[src/rtl/mbx_tx_pkg.sv]
package mbx_tx_pkg;

    localparam int REG_W    = 32;
    localparam int ADDR_W   = 6;
    localparam int FIELD_W  = 8;

    localparam logic [ADDR_W-1:0] OFF_TARGET = 6'h00;
    localparam logic [ADDR_W-1:0] OFF_LOW    = 6'h04;
    localparam logic [ADDR_W-1:0] OFF_HIGH   = 6'h08;
    localparam logic [ADDR_W-1:0] OFF_LAUNCH = 6'h0C;
    localparam logic [ADDR_W-1:0] OFF_ACK    = 6'h10;
    localparam logic [ADDR_W-1:0] OFF_STATUS = 6'h14;
    localparam logic [ADDR_W-1:0] OFF_PEND   = 6'h18;
    localparam logic [ADDR_W-1:0] OFF_MASK   = 6'h1C;

    localparam int BUSY_LSB  = 0;
    localparam int DROP_LSB  = 8;
    localparam int TAKEN_LSB = 16;

    // Mask bits: taken at 2, dropped at 1, dropped-launch event at 0
    typedef struct packed {
        logic taken;
        logic dropped;
        logic blocked;
    } irq_mask_t;

    localparam irq_mask_t MASK_RESET = '{taken: 1'b1, dropped: 1'b1, blocked: 1'b1};

    typedef struct packed {
        logic [REG_W-1:0] high;
        logic [REG_W-1:0] low;
    } payload_t;

    function automatic logic [REG_W-1:0] pack_status(
        input logic [FIELD_W-1:0] busy,
        input logic [FIELD_W-1:0] dropped,
        input logic [FIELD_W-1:0] taken
    );
        logic [REG_W-1:0] w;
        w = '0;
        w[BUSY_LSB  +: FIELD_W] = busy;
        w[DROP_LSB  +: FIELD_W] = dropped;
        w[TAKEN_LSB +: FIELD_W] = taken;
        return w;
    endfunction

endpackage

[src/rtl/mbx_tx_slot.sv]
module mbx_tx_slot
    import mbx_tx_pkg::*;
(
    input  logic     clk,
    input  logic     rst,
    input  logic     launch,
    input  payload_t msg_in,
    input  logic     fetch,
    input  logic     clr_taken,
    input  logic     clr_drop,
    output logic     busy,
    output logic     taken,
    output logic     dropped,
    output payload_t msg,
    output logic     take_evt,
    output logic     drop_evt
);

    assign take_evt = fetch && busy;
    assign drop_evt = launch && busy;

    always_ff @(posedge clk) begin
        if (rst) begin
            busy    <= 1'b0;
            taken   <= 1'b0;
            dropped <= 1'b0;
            msg     <= '0;
        end else begin
            if (launch && !busy) begin
                busy <= 1'b1;
                msg  <= msg_in;
            end else if (take_evt) begin
                busy <= 1'b0;
            end
            if (take_evt)       taken <= 1'b1;
            else if (clr_taken) taken <= 1'b0;
            if (drop_evt)       dropped <= 1'b1;
            else if (clr_drop)  dropped <= 1'b0;
        end
    end

    AST_BUSY_HOLD: assert property (@(posedge clk) disable iff (rst)
        busy && !fetch |=> busy);
    AST_NO_OVERFLOW: assert property (@(posedge clk) disable iff (rst)
        launch && busy |=> dropped && busy);
    AST_MSG_KEEP: assert property (@(posedge clk) disable iff (rst)
        busy |=> $stable(msg));
    AST_FETCH_DONE: assert property (@(posedge clk) disable iff (rst)
        fetch && busy |=> !busy && taken);
    AST_IDLE_FETCH: assert property (@(posedge clk) disable iff (rst)
        fetch && !busy && !launch |=> !busy);

endmodule

[src/rtl/mbx_tx_regs.sv]
module mbx_tx_regs
    import mbx_tx_pkg::*;
#(
    parameter int NUM_CH = 8,
    localparam int ID_W = $clog2(NUM_CH)
)(
    input  logic              clk,
    input  logic              rst,
    input  logic              we,
    input  logic [ADDR_W-1:0] addr,
    input  logic [REG_W-1:0]  wdata,
    input  logic [NUM_CH-1:0] busy,
    input  logic [NUM_CH-1:0] dropped,
    input  logic [NUM_CH-1:0] taken,
    input  logic              pending,
    output payload_t          payload,
    output logic [NUM_CH-1:0] launch_vec,
    output logic [NUM_CH-1:0] clr_taken_vec,
    output logic [NUM_CH-1:0] clr_drop_vec,
    output irq_mask_t         mask,
    output logic              pend_clr,
    output logic [REG_W-1:0]  rdata
);

    logic [ID_W-1:0]    target_q;
    logic [REG_W-1:0]   low_q;
    logic [REG_W-1:0]   high_q;
    logic               launch_wr;
    logic               ack_wr;
    logic [FIELD_W-1:0] busy_f;
    logic [FIELD_W-1:0] drop_f;
    logic [FIELD_W-1:0] take_f;

    always_ff @(posedge clk) begin
        if (rst) begin
            target_q <= '0;
            low_q    <= '0;
            high_q   <= '0;
            mask     <= MASK_RESET;
        end else if (we) begin
            case (addr)
                OFF_TARGET: target_q <= wdata[ID_W-1:0];
                OFF_LOW:    low_q    <= wdata;
                OFF_HIGH:   high_q   <= wdata;
                OFF_MASK:   mask     <= irq_mask_t'(wdata[2:0]);
                default: ;
            endcase
        end
    end

    assign payload   = '{high: high_q, low: low_q};
    assign launch_wr = we && (addr == OFF_LAUNCH) && wdata[0];
    assign ack_wr    = we && (addr == OFF_ACK);
    assign pend_clr  = we && (addr == OFF_PEND) && wdata[0];

    for (genvar n = 0; n < NUM_CH; n++) begin : g_ch
        assign launch_vec[n]    = launch_wr && (target_q == ID_W'(n));
        assign clr_taken_vec[n] = ack_wr && wdata[TAKEN_LSB + n];
        assign clr_drop_vec[n]  = ack_wr && wdata[DROP_LSB + n];
    end

    always_comb begin
        busy_f = '0;
        drop_f = '0;
        take_f = '0;
        busy_f[NUM_CH-1:0] = busy;
        drop_f[NUM_CH-1:0] = dropped;
        take_f[NUM_CH-1:0] = taken;
        case (addr)
            OFF_TARGET: rdata = REG_W'(target_q);
            OFF_LOW:    rdata = low_q;
            OFF_HIGH:   rdata = high_q;
            OFF_STATUS: rdata = pack_status(busy_f, drop_f, take_f);
            OFF_PEND:   rdata = REG_W'(pending);
            OFF_MASK:   rdata = REG_W'(mask);
            default:    rdata = '0;
        endcase
    end

    AST_ONE_LAUNCH: assert property (@(posedge clk) disable iff (rst)
        $onehot0(launch_vec));

endmodule

[src/rtl/mbx_tx_irq.sv]
module mbx_tx_irq
    import mbx_tx_pkg::*;
(
    input  logic      clk,
    input  logic      rst,
    input  logic      take_evt,
    input  logic      drop_evt,
    input  logic      pend_clr,
    input  logic      any_taken,
    input  logic      any_dropped,
    input  irq_mask_t mask,
    output logic      pending,
    output logic      irq
);

    logic blocked_q;

    always_ff @(posedge clk) begin
        if (rst) begin
            pending   <= 1'b0;
            blocked_q <= 1'b0;
        end else begin
            if (take_evt || drop_evt) pending <= 1'b1;
            else if (pend_clr)        pending <= 1'b0;
            if (drop_evt)             blocked_q <= 1'b1;
            else if (pend_clr)        blocked_q <= 1'b0;
        end
    end

    assign irq = pending && ((any_taken   && !mask.taken)   ||
                             (any_dropped && !mask.dropped) ||
                             (blocked_q   && !mask.blocked));

    AST_IRQ_NEEDS_PEND: assert property (@(posedge clk) disable iff (rst)
        irq |-> pending);
    AST_PEND_CLEAR: assert property (@(posedge clk) disable iff (rst)
        pend_clr && !take_evt && !drop_evt |=> !pending && !irq);
    AST_PEND_SET: assert property (@(posedge clk) disable iff (rst)
        take_evt || drop_evt |=> pending);

endmodule

[src/rtl/mbx_tx_inbox.sv]
module mbx_tx_inbox
    import mbx_tx_pkg::*;
#(
    parameter int NUM_CH = 8,
    localparam int ID_W = $clog2(NUM_CH)
)(
    input  logic              clk,
    input  logic              rst,
    input  logic              reg_we,
    input  logic [ADDR_W-1:0] reg_addr,
    input  logic [REG_W-1:0]  reg_wdata,
    output logic [REG_W-1:0]  reg_rdata,
    input  logic [NUM_CH-1:0] rmt_fetch,
    input  logic [ID_W-1:0]   rmt_sel,
    output logic [2*REG_W-1:0] rmt_msg,
    output logic              irq
);

    payload_t          payload;
    payload_t          slot_msg [NUM_CH];
    logic [NUM_CH-1:0] launch_vec, clr_taken_vec, clr_drop_vec;
    logic [NUM_CH-1:0] busy, taken, dropped, take_evt, drop_evt;
    irq_mask_t         mask;
    logic              pend_clr, pending;

    mbx_tx_regs #(.NUM_CH(NUM_CH)) u_regs (
        .clk(clk), .rst(rst), .we(reg_we), .addr(reg_addr), .wdata(reg_wdata),
        .busy(busy), .dropped(dropped), .taken(taken), .pending(pending),
        .payload(payload), .launch_vec(launch_vec),
        .clr_taken_vec(clr_taken_vec), .clr_drop_vec(clr_drop_vec),
        .mask(mask), .pend_clr(pend_clr), .rdata(reg_rdata)
    );

    for (genvar n = 0; n < NUM_CH; n++) begin : g_slot
        mbx_tx_slot u_slot (
            .clk(clk), .rst(rst), .launch(launch_vec[n]), .msg_in(payload),
            .fetch(rmt_fetch[n]), .clr_taken(clr_taken_vec[n]),
            .clr_drop(clr_drop_vec[n]), .busy(busy[n]), .taken(taken[n]),
            .dropped(dropped[n]), .msg(slot_msg[n]),
            .take_evt(take_evt[n]), .drop_evt(drop_evt[n])
        );
    end

    assign rmt_msg = slot_msg[rmt_sel];

    mbx_tx_irq u_irq (
        .clk(clk), .rst(rst), .take_evt(|take_evt), .drop_evt(|drop_evt),
        .pend_clr(pend_clr), .any_taken(|taken), .any_dropped(|dropped),
        .mask(mask), .pending(pending), .irq(irq)
    );

endmodule

[config.mk]
export PLATFORM = sky130hd
export DESIGN_NAME = mbx_tx_inbox
export DESIGN_NICKNAME = d
export VERILOG_FILES = /design/src/rtl/mbx_tx_pkg.sv /design/src/rtl/mbx_tx_slot.sv /design/src/rtl/mbx_tx_regs.sv /design/src/rtl/mbx_tx_irq.sv /design/src/rtl/mbx_tx_inbox.sv
export SDC_FILE = /design/constraint.sdc
export NUM_CORES = 1
export LEC_CHECK = 0
export BUFFER_PORTS_ARGS = -buffer_cell sky130_fd_sc_hd__buf_4
export CAP_MARGIN = 15
export CORE_UTILIZATION = 45
export CTS_CLUSTER_SIZE = 24
export DETAILED_ROUTE_END_ITERATION = 16
export GPL_TIMING_DRIVEN = 0
export PLACE_DENSITY = 0.71
export SLEW_MARGIN = 30
export SYNTH_ARGS = -nofsm -noshare
export SYNTH_HDL_FRONTEND = slang
export SYNTH_SLANG_ARGS = --single-unit
[constraint.sdc]
create_clock -name clk -period 3.85 [get_ports clk]
set_input_delay 0.9625 -clock clk [delete_from_list [all_inputs] [get_ports clk]]
set_output_delay 0.9625 -clock clk [all_outputs]
set_load 0.05 [all_outputs]
### Word-level counts from Yosys, hierarchy flattened

Index checks and enable logic that the tools add are counted.

* bits in registers: 608
* input port bits: 52
* output and inout bits: 97

* $lt $le $gt $ge: 1
* eq/ne operators: 14
* multiplexer cells: 55
* bitwise logic cells: 1
* reduce and logical (&&, ||, !) cells: 107

Operator list (count)
* $bmux 64 s3: 1
* $pmux 32 s6: 1
* $mux 64: 2
* $logic_and 1x1->1: 57
* $reduce_bool 2->1: 26
* $mux 1: 51
* $reduce_or 8->1: 4
* $eq 6x5->1 const B: 4
* $eq 3x3->1 const B: 4
* $eq 6x4->1 const B: 2
* $logic_not 1->1: 11
* $reduce_and 2->1: 4
* $eq 3x2->1 const B: 2
* $eq 6x3->1 const B: 1
* $logic_not 6->1: 1
* $ge 4x4->1 const B: 1
* $not 3->4: 1
* $eq 3x1->1 const B: 1
* $logic_not 3->1: 1
* $logic_or 1x1->1: 3

### Logic depth before layout (Yosys ltp)

Gate-level depths: netlist of run 1.

* depth in word-level cells: 8
* depth in mapped cells: 8
* gate-level depth less buffers: 4

### By module

Synthesis of run 1 repeated with hierarchy kept, for this count alone.

* cells, all modules: 3181
* area total of the unflattened synthesis: 32324.8 um^2

By module, submodules not included
* mbx_tx_slot: instances 8, cells each 305, area an instance 3052.9 um^2, sequential area each 1341.3 um^2
* mbx_tx_regs: instances 1, cells each 490, area an instance 3906.2 um^2, sequential area each 1401.3 um^2
* mbx_tx_inbox: instances 1, cells each 239, area an instance 3897.5 um^2, sequential area each 0.0 um^2
* mbx_tx_irq: instances 1, cells each 12, area an instance 97.6 um^2, sequential area each 40.0 um^2

### Worst setup path before layout of run 1

Ideal clock, no wire load.

* kind: input to output
* from: input port reg_addr[3]
* to: output port reg_rdata[10]
* arrival time: 2441 ps
* setup slack: 447 ps
* stages on the path: 5
* buffers on the path: 1
* cell sequence: or4b_1 nor3_2 clkbuf_1 nand2_1 nand2_1

* word-level cells in the longest chain between the ends: 2
* elaborated cells between the ends (all ways): 7
* classes of those cells: eq/ne: 5; mux: 1; reduce/logical: 1

Ends and longest elaborated chain
* start, declared: line mbx_tx_inbox.sv:10 `input logic [ADDR_W-1:0] reg_addr,`
* $eq 6x5->1, or another cell as far along: line mbx_tx_regs.sv:69 `case (addr)`
* $pmux 32 s6 *: line mbx_tx_regs.sv:69
* end, declared: line mbx_tx_inbox.sv:12 `output logic [REG_W-1:0] reg_rdata,`

Every way passes the cells marked *; elsewhere a longest branch is shown, timed or not.

### Worst setup path after layout of run 1

* from: input port reg_addr[3]
* to: output port reg_rdata[0]

The elaborated chain is that of the path after synthesis.

==> impl_metrics.ini, run 1 <==
[finish]
ff_latch_area_mm2 = 0.01217
final_net_count = 3355
final_common_cell = nand2_1
post_route_cells_drive_above_1_share = 0.1804
multi_input_comb_area_mm2 = 0.01232
layout-area-overhead-vs-synth_pct = 16.39
final_core_util = 0.5323
commonest_cells_after_routing_fill_and_taps_aside = nand2_1, dfxtp_1, a21oi_1
n_fill_cell = 5196

[clock_network]
clock_insertion_delay_worst_skew_ps = 650
clock_tree_from_tritoncts = built
cts-root-buf = clkbuf_16
cts_inserted_buffers = 61
cts.sink_count = 608
clkTransAtPathRegs_ps = 60
h-tree-depth = 2
cts_buffer_depth = 3
cts.hold.buffers_added = 0

[route]
drt_iter0_markers = 2949
route.final.wire_length_mm = 91.61
route.detailed.drc = 0
ant_nets = 0
via_density = 5.806
drt_first_pass_iters = 6
detailroute.via_count = 23887
wire_per_inst_um = 22.27

[die]
die-width_um = 241.8
ioPinCount = 149
chipHeight_um = 241.8
start_util = 0.4573
placement_rows = 87
coreArea_mm2 = 0.05660
dieArea_mm2 = 0.05849

[timing]
slew_viol_final = 0
fin_ws_ps = 13.67
finalHoldViolCount = 0
fmaxAchievable_mhz = 260.7
timing.hold.ws_ps = 449.1
finalClockSkew_ps = 19.29
timing.final.crit_period_ps = 3836
setup-violations-final = 0
worst_pin_slew_ps = 934.8
slew_headroom = 0.3710
finalCritPeriodShare = 0.9964

[worst_setup_path]
worst-setup-path-type = input port to output port
critical_path.most_common_cell = buf_4
path_cells = buf_4, or4b_4, nor3_4, buf_4, buf_4, a32oi_1, nand3_1, buf_4
crit_required_ps = 2890
crit_arrival_ps = 2870
cp_slowest_stage_delay_ps = 580
max_stage_delay_cell_worst_path = or4b_4
cp.buffers_inverters = 4
end_kind = output port
start_kind = input port
cp_max_fo = 10
path_delay_family = simple AND/OR/NAND/NOR gates

[yosys]
postSynth.asyncResetShare = 0
synth.area.top_cells = dfxtp_1, nand2_1, a21oi_1
synthDominantCellAreaShare = 0.4702
synth_seq_cells = 608
post_synth.cell_area_avg_um2 = 8.377
ys_warn_count = 0
post_synth_num_cell_types = 44
seq_area_frac_synth = 0.4702
synth_area_leader_cell = dfxtp_1
mappedNetlistNets = 3142
post_synth_edffs = 0
synthFlopType = dfxtp_1
netlist_area_mm2 = 0.02589
synthesized_instance_count = 3090

[pwr]
cellLeakagePower_nw = 10.33
power-per-cell-area_mw_per_mm2 = 428.0
vdd_ir_drop_max_mv = 0.3415

[grt]
grt_first_pass_wirelength_mm = 136.6
overflow = 0
grt_max_degree = 16
grt_antenna_before_repair = 5
vias_in_the_first_global_route = 22614
globalRouteTotalUtil = 0.3040

[flow_run]
max_cap_viol_count = 0

[place]
port_buffers = 144
dp_slack_ps = -612.3
weighted_congestion_at_the_end_of_routability_driven_global_placement = 0.9417
hpwl_mm = 64.04

[min_path]
hold_path_class = register to register

[run_status]
status = finished clean
-- final timing paths --
path         cells past startpoint                                     to                                   from  slack, ps
max                              8                           reg_rdata[0]                            reg_addr[3]         10
min                              2  g_slot[2].u_slot.msg[48]$_SDFFE_PP0P_  g_slot[2].u_slot.msg[48]$_SDFFE_PP0P_        450
max reg2reg                      8  g_slot[3].u_slot.msg[11]$_SDFFE_PP0P_        u_regs.target_q[2]$_SDFFE_PP0P_       1430
min reg2reg                      2  g_slot[2].u_slot.msg[48]$_SDFFE_PP0P_  g_slot[2].u_slot.msg[48]$_SDFFE_PP0P_        450
-- worst reg2reg max path, stage by stage, from the launching register on --
cell     delay [ps]
dfxtp_1         300
buf_2           180
buf_2           260
nor2_1           60
nand4_1         140
buf_2           550
buf_1           580
nand2_1         140
a21oi_1         140
-- metrics by stage --
| step | total power, mW | instances | cell area (um^2) | setup TNS, ps |
|---|---|---|---|---|
| 2_1_floorplan | 6.681 | 3090 | 25890 | 0 |
| 5_1_grt | 13.16 | 4110 | 30120 | -5.151 |
| 3_3_place_gp | 6.899 | 3990 | 27910 | -45940 |
| 6_report | 12.90 | 4114 | 30130 | 0 |
| 3_5_place_dp | 6.900 | 3992 | 27940 | -40290 |
| 4_1_cts | 12.88 | 4108 | 30080 | 0 |
-- synthesized netlist by cell type, types with 2 or more instances --
cell type,n
o21ai_0,16
inv_1,16
and2_1,4
mux4_2,128
nor3b_1,2
nand2b_1,9
and3b_1,2
a21oi_1,605
a222oi_1,2
nor4b_1,4
nor2_1,8
clkbuf_1,163
buf_4,7
a22oi_1,27
and4_1,3
dfxtp_1,608
nor3_2,2
buf_2,126
nor4_1,6
buf_1,7
and3_1,6
nand4b_1,3
nor2b_1,9
a211o_1,3
a22o_1,9
nand2_1,1207
nand4_1,11
buf_6,6
mux2_2,66
nand3_1,11
-- power by group --
group          leakage [nW]  internal, mW  switching (mW)
registers              4.89          6.29         0.00104
clock network          1.01          3.51            2.60
logic                  4.43         0.137           0.352
total                  10.3          9.94            2.96
-- timing repair --
item / 4_1_cts / 5_1_grt
resized for setup: 19 / 12
cloned: 0 / 0
pin swaps: 2 / 2
buffers inserted: 2 / 2
setup endpoints to repair: 95 / 45
-- state kept, by name, indices dropped and copies added, names as in the netlist --
signal,count
g_slot.u_slot.busy,8
g_slot.u_slot.taken,8
u_regs.mask,3
u_irq.pending,1
u_regs.low_q,32
u_regs.high_q,32
u_regs.target_q,3
u_irq.blocked_q,1
g_slot.u_slot.msg,512
g_slot.u_slot.dropped,8
-- routing by layer --
layer | wire length (um) | global-route usage
met5 | 18 | 0
met4 | 5335 | 0.1741
met3 | 10250 | 0.06870
met2 | 40350 | 0.4559
met1 | 35650 | 0.4033
-- cell type report --
class,count,area share
clock inverter,22,0.007641
sequential,608,0.4040
buffer,309,0.04780
tap,756,0.03140
antenna,4,0.0003322
inverter,16,0.001993
clock buffer,92,0.06022
timing repair buffer,150,0.03762
multi-input combinational,2157,0.4090
-- logic make-up (layout without fill, tap and decap cells) --
kind of cell,after synthesis,count (layout),synth area share
AND/OR/NAND/NOR,1296,1296,0.1993
AO/OA/AOI/OAI,667,667,0.1344
flip-flops,608,608,0.4702
buffers and inverters,325,589,0.05597
multiplexers,194,194,0.1401
other,0,4,0
Note: power is estimated with default switching activity, not from simulation.
==> inputs of run 2 (changes only) <==
--- a/config.mk
+++ b/config.mk
@@ -12,6 +12,7 @@
 export DETAILED_ROUTE_END_ITERATION = 16
 export GPL_TIMING_DRIVEN = 0
 export PLACE_DENSITY = 0.71
+export REMOVE_ABC_BUFFERS = 1
 export SLEW_MARGIN = 30
 export SYNTH_ARGS = -nofsm -noshare
 export SYNTH_HDL_FRONTEND = slang
==> constraint.sdc (replaced) <==
create_clock -name clk -period 3.85 [get_ports clk]
set_input_delay 0.9625 -clock clk [delete_from_list [all_inputs] [get_ports clk]]
set_output_delay 0.9625 -clock clk [all_outputs]
set_load 0.02 [all_outputs]
==> run 2 against run 1 <==
First-iteration DRC count decreased by 7.2%. Maximum frequency increased by 0.22%. Via count down 6.0%. Cell count fell by 5.5%. Die area stayed put. Critical path type unchanged. Largest power group unchanged. Highest routed layer unchanged.
==> impl_metrics.ini, run 2 (same netlist as run 1, synthesis figures left out) <==
[run_status]
status = finished clean

[finish]
commonest_cells_after_routing_fill_and_taps_aside = nand2_1, dfxtp_1, a21oi_1
final_core_util = 0.5338
register_containing_the_most_flip_flops_in_the_final_layout = g_slot.u_slot.msg
ff_latch_area_mm2 = 0.01217
top_regs = g_slot.u_slot.msg x512, u_regs.high_q x32, u_regs.low_q x32
n_fill_cell = 5092
post_route_cells_drive_above_1_share = 0.1754
finish.cell_count_without_fillers = 3889
multi_input_comb_area_mm2 = 0.01238
layout-area-overhead-vs-synth_pct = 16.72
final_common_cell = nand2_1
largest_register_ffs = 512
final_net_count = 3132

[place]
weighted_congestion_at_the_end_of_routability_driven_global_placement = 0.7445
dp_slack_ps = -242.8
port_buffers = 148
numPlacedInstances = 3764
hpwl_mm = 49.70

[timing]
finalClockSkew_ps = 12.58
grt_setup_unrepaired = false
fin_ws_ps = 22.08
finalHoldViolCount = 0
slew_viol_final = 0
worst_pin_slew_ps = 947.8
setup-violations-final = 0
finalCritPeriodShare = 0.9943
slew_headroom = 0.3672
timing.final.crit_period_ps = 3828
fmaxAchievable_mhz = 261.2

[worst_setup_path]
worstReg2RegStart = u_regs.target_q[2]$_SDFFE_PP0P_
crit_required_ps = 2890
worst-setup-path-type = input port to output port
start_kind = input port
end_kind = output port
cp_max_fo = 9
crit_arrival_ps = 2870
crit_path_start = reg_addr[3]

[pwr]
power-per-cell-area_mw_per_mm2 = 424.6
vdd_ir_drop_max_mv = 0.4124
cellLeakagePower_nw = 10.23
post-layout-total-power_mw = 12.83

[route]
detailroute.via_count = 22444
drt_iter0_markers = 2738
ant_nets = 0
route.detailed.drc = 0
wire_per_inst_um = 21.58
route.final.wire_length_mm = 83.93
via_density = 5.771
drt_first_pass_iters = 5

[min_path]
hold_path_class = register to register
min-delay-start = g_slot[7].u_slot.msg[10]$_SDFFE_PP0P_

[grt]
overflow = 0
vias_in_the_first_global_route = 21217
globalRouteTotalUtil = 0.2780
grt_max_degree = 113
grt_first_pass_wirelength_mm = 127.0
grt_antenna_before_repair = 4

[clock_network]
clock_tree_from_tritoncts = built
clkTransAtPathRegs_ps = 60
clock_insertion_delay_worst_skew_ps = 630
cts.hold.buffers_added = 0
cts_buffer_depth = 3
h-tree-depth = 2
cts-root-buf = clkbuf_16
cts_inserted_buffers = 59
cts.sink_count = 608

[die]
start_util = 0.4573
placement_rows = 87
die-width_um = 241.8
coreArea_mm2 = 0.05660
ioPinCount = 149
chipHeight_um = 241.8
dieArea_mm2 = 0.05849

[flow_run]
max_cap_viol_count = 0
-- run 2: cell count changes in the layout (fill, tap and decap cells not counted), moves of 11 or more --
cell,before,now
clkbuf_1,169,15
buf_2,117,0
buf_6,8,30
buf_12,0,14
buf_16,0,14
buf_8,0,11
-- run 2: final cells by class --
class | count | share of cell area
Antenna cell | 3 | 0.0002485
Clock buffer | 88 | 0.05785
Sequential cell | 608 | 0.4028
Timing Repair Buffer | 238 | 0.08680
Clock inverter | 23 | 0.009069
Multi-Input combinational cell | 2157 | 0.4099
Inverter | 16 | 0.001988
Tap cell | 756 | 0.03131
-- run 2: path summary, 6_finish.rpt --
check,slack (ps),cells past startpoint,end
min,450,2,g_slot[7].u_slot.msg[10]$_SDFFE_PP0P_
max,20,8,reg_rdata[16]
max reg2reg,1050,6,g_slot[4].u_slot.msg[60]$_SDFFE_PP0P_
min reg2reg,450,2,g_slot[7].u_slot.msg[10]$_SDFFE_PP0P_
-- run 2: metrics by stage --
| step | cell area, um^2 | TNS, ps | hold slack [ps] |
|---|---|---|---|
| 2_1_floorplan | 24500 | -35.00 | 422.6 |
| 5_1_grt | 30210 | 0 | 461.5 |
| 4_1_cts | 30130 | 0 | 448.6 |
| 3_3_place_gp | 26550 | -1498830 | 434.7 |
| 6_report | 30210 | 0 | 447.6 |
| 3_5_place_dp | 27880 | -8378 | 440.7 |
-- run 2: layer usage --
| layer | vias up | GRT usage | part of all wire | wire (um) |
|---|---|---|---|---|
| li1 | 10347 | - | - | - |
| met1 | 10710 | 0.3741 | 0.39 | 33140 |
| met2 | 1170 | 0.4511 | 0.47 | 39320 |
| met3 | 215 | 0.04817 | 0.10 | 8716 |
| met4 | 2 | 0.09345 | 0.033 | 2746 |
| met5 | - | 0 | 0.000095 | 8 |
-- run 2: repair_timing --
action,CTS,global route
pin swaps,2,1
setup endpoints to repair,52,28
setup buffers,1,2
cloned,6,2
gates resized for setup,4,0
-- run 2: critical path, stage by stage --
cell	delay, ps
buf_4	140
or4b_1	650
nor3_4	280
buf_6	200
buf_8	170
nand2_1	60
nand2_1	190
buf_4	190
-- run 2: report_power, final --
group	internal, mW	switching [mW]
Combinational	0.171	0.291
Sequential	6.29	0.00884
Clock	3.53	2.53
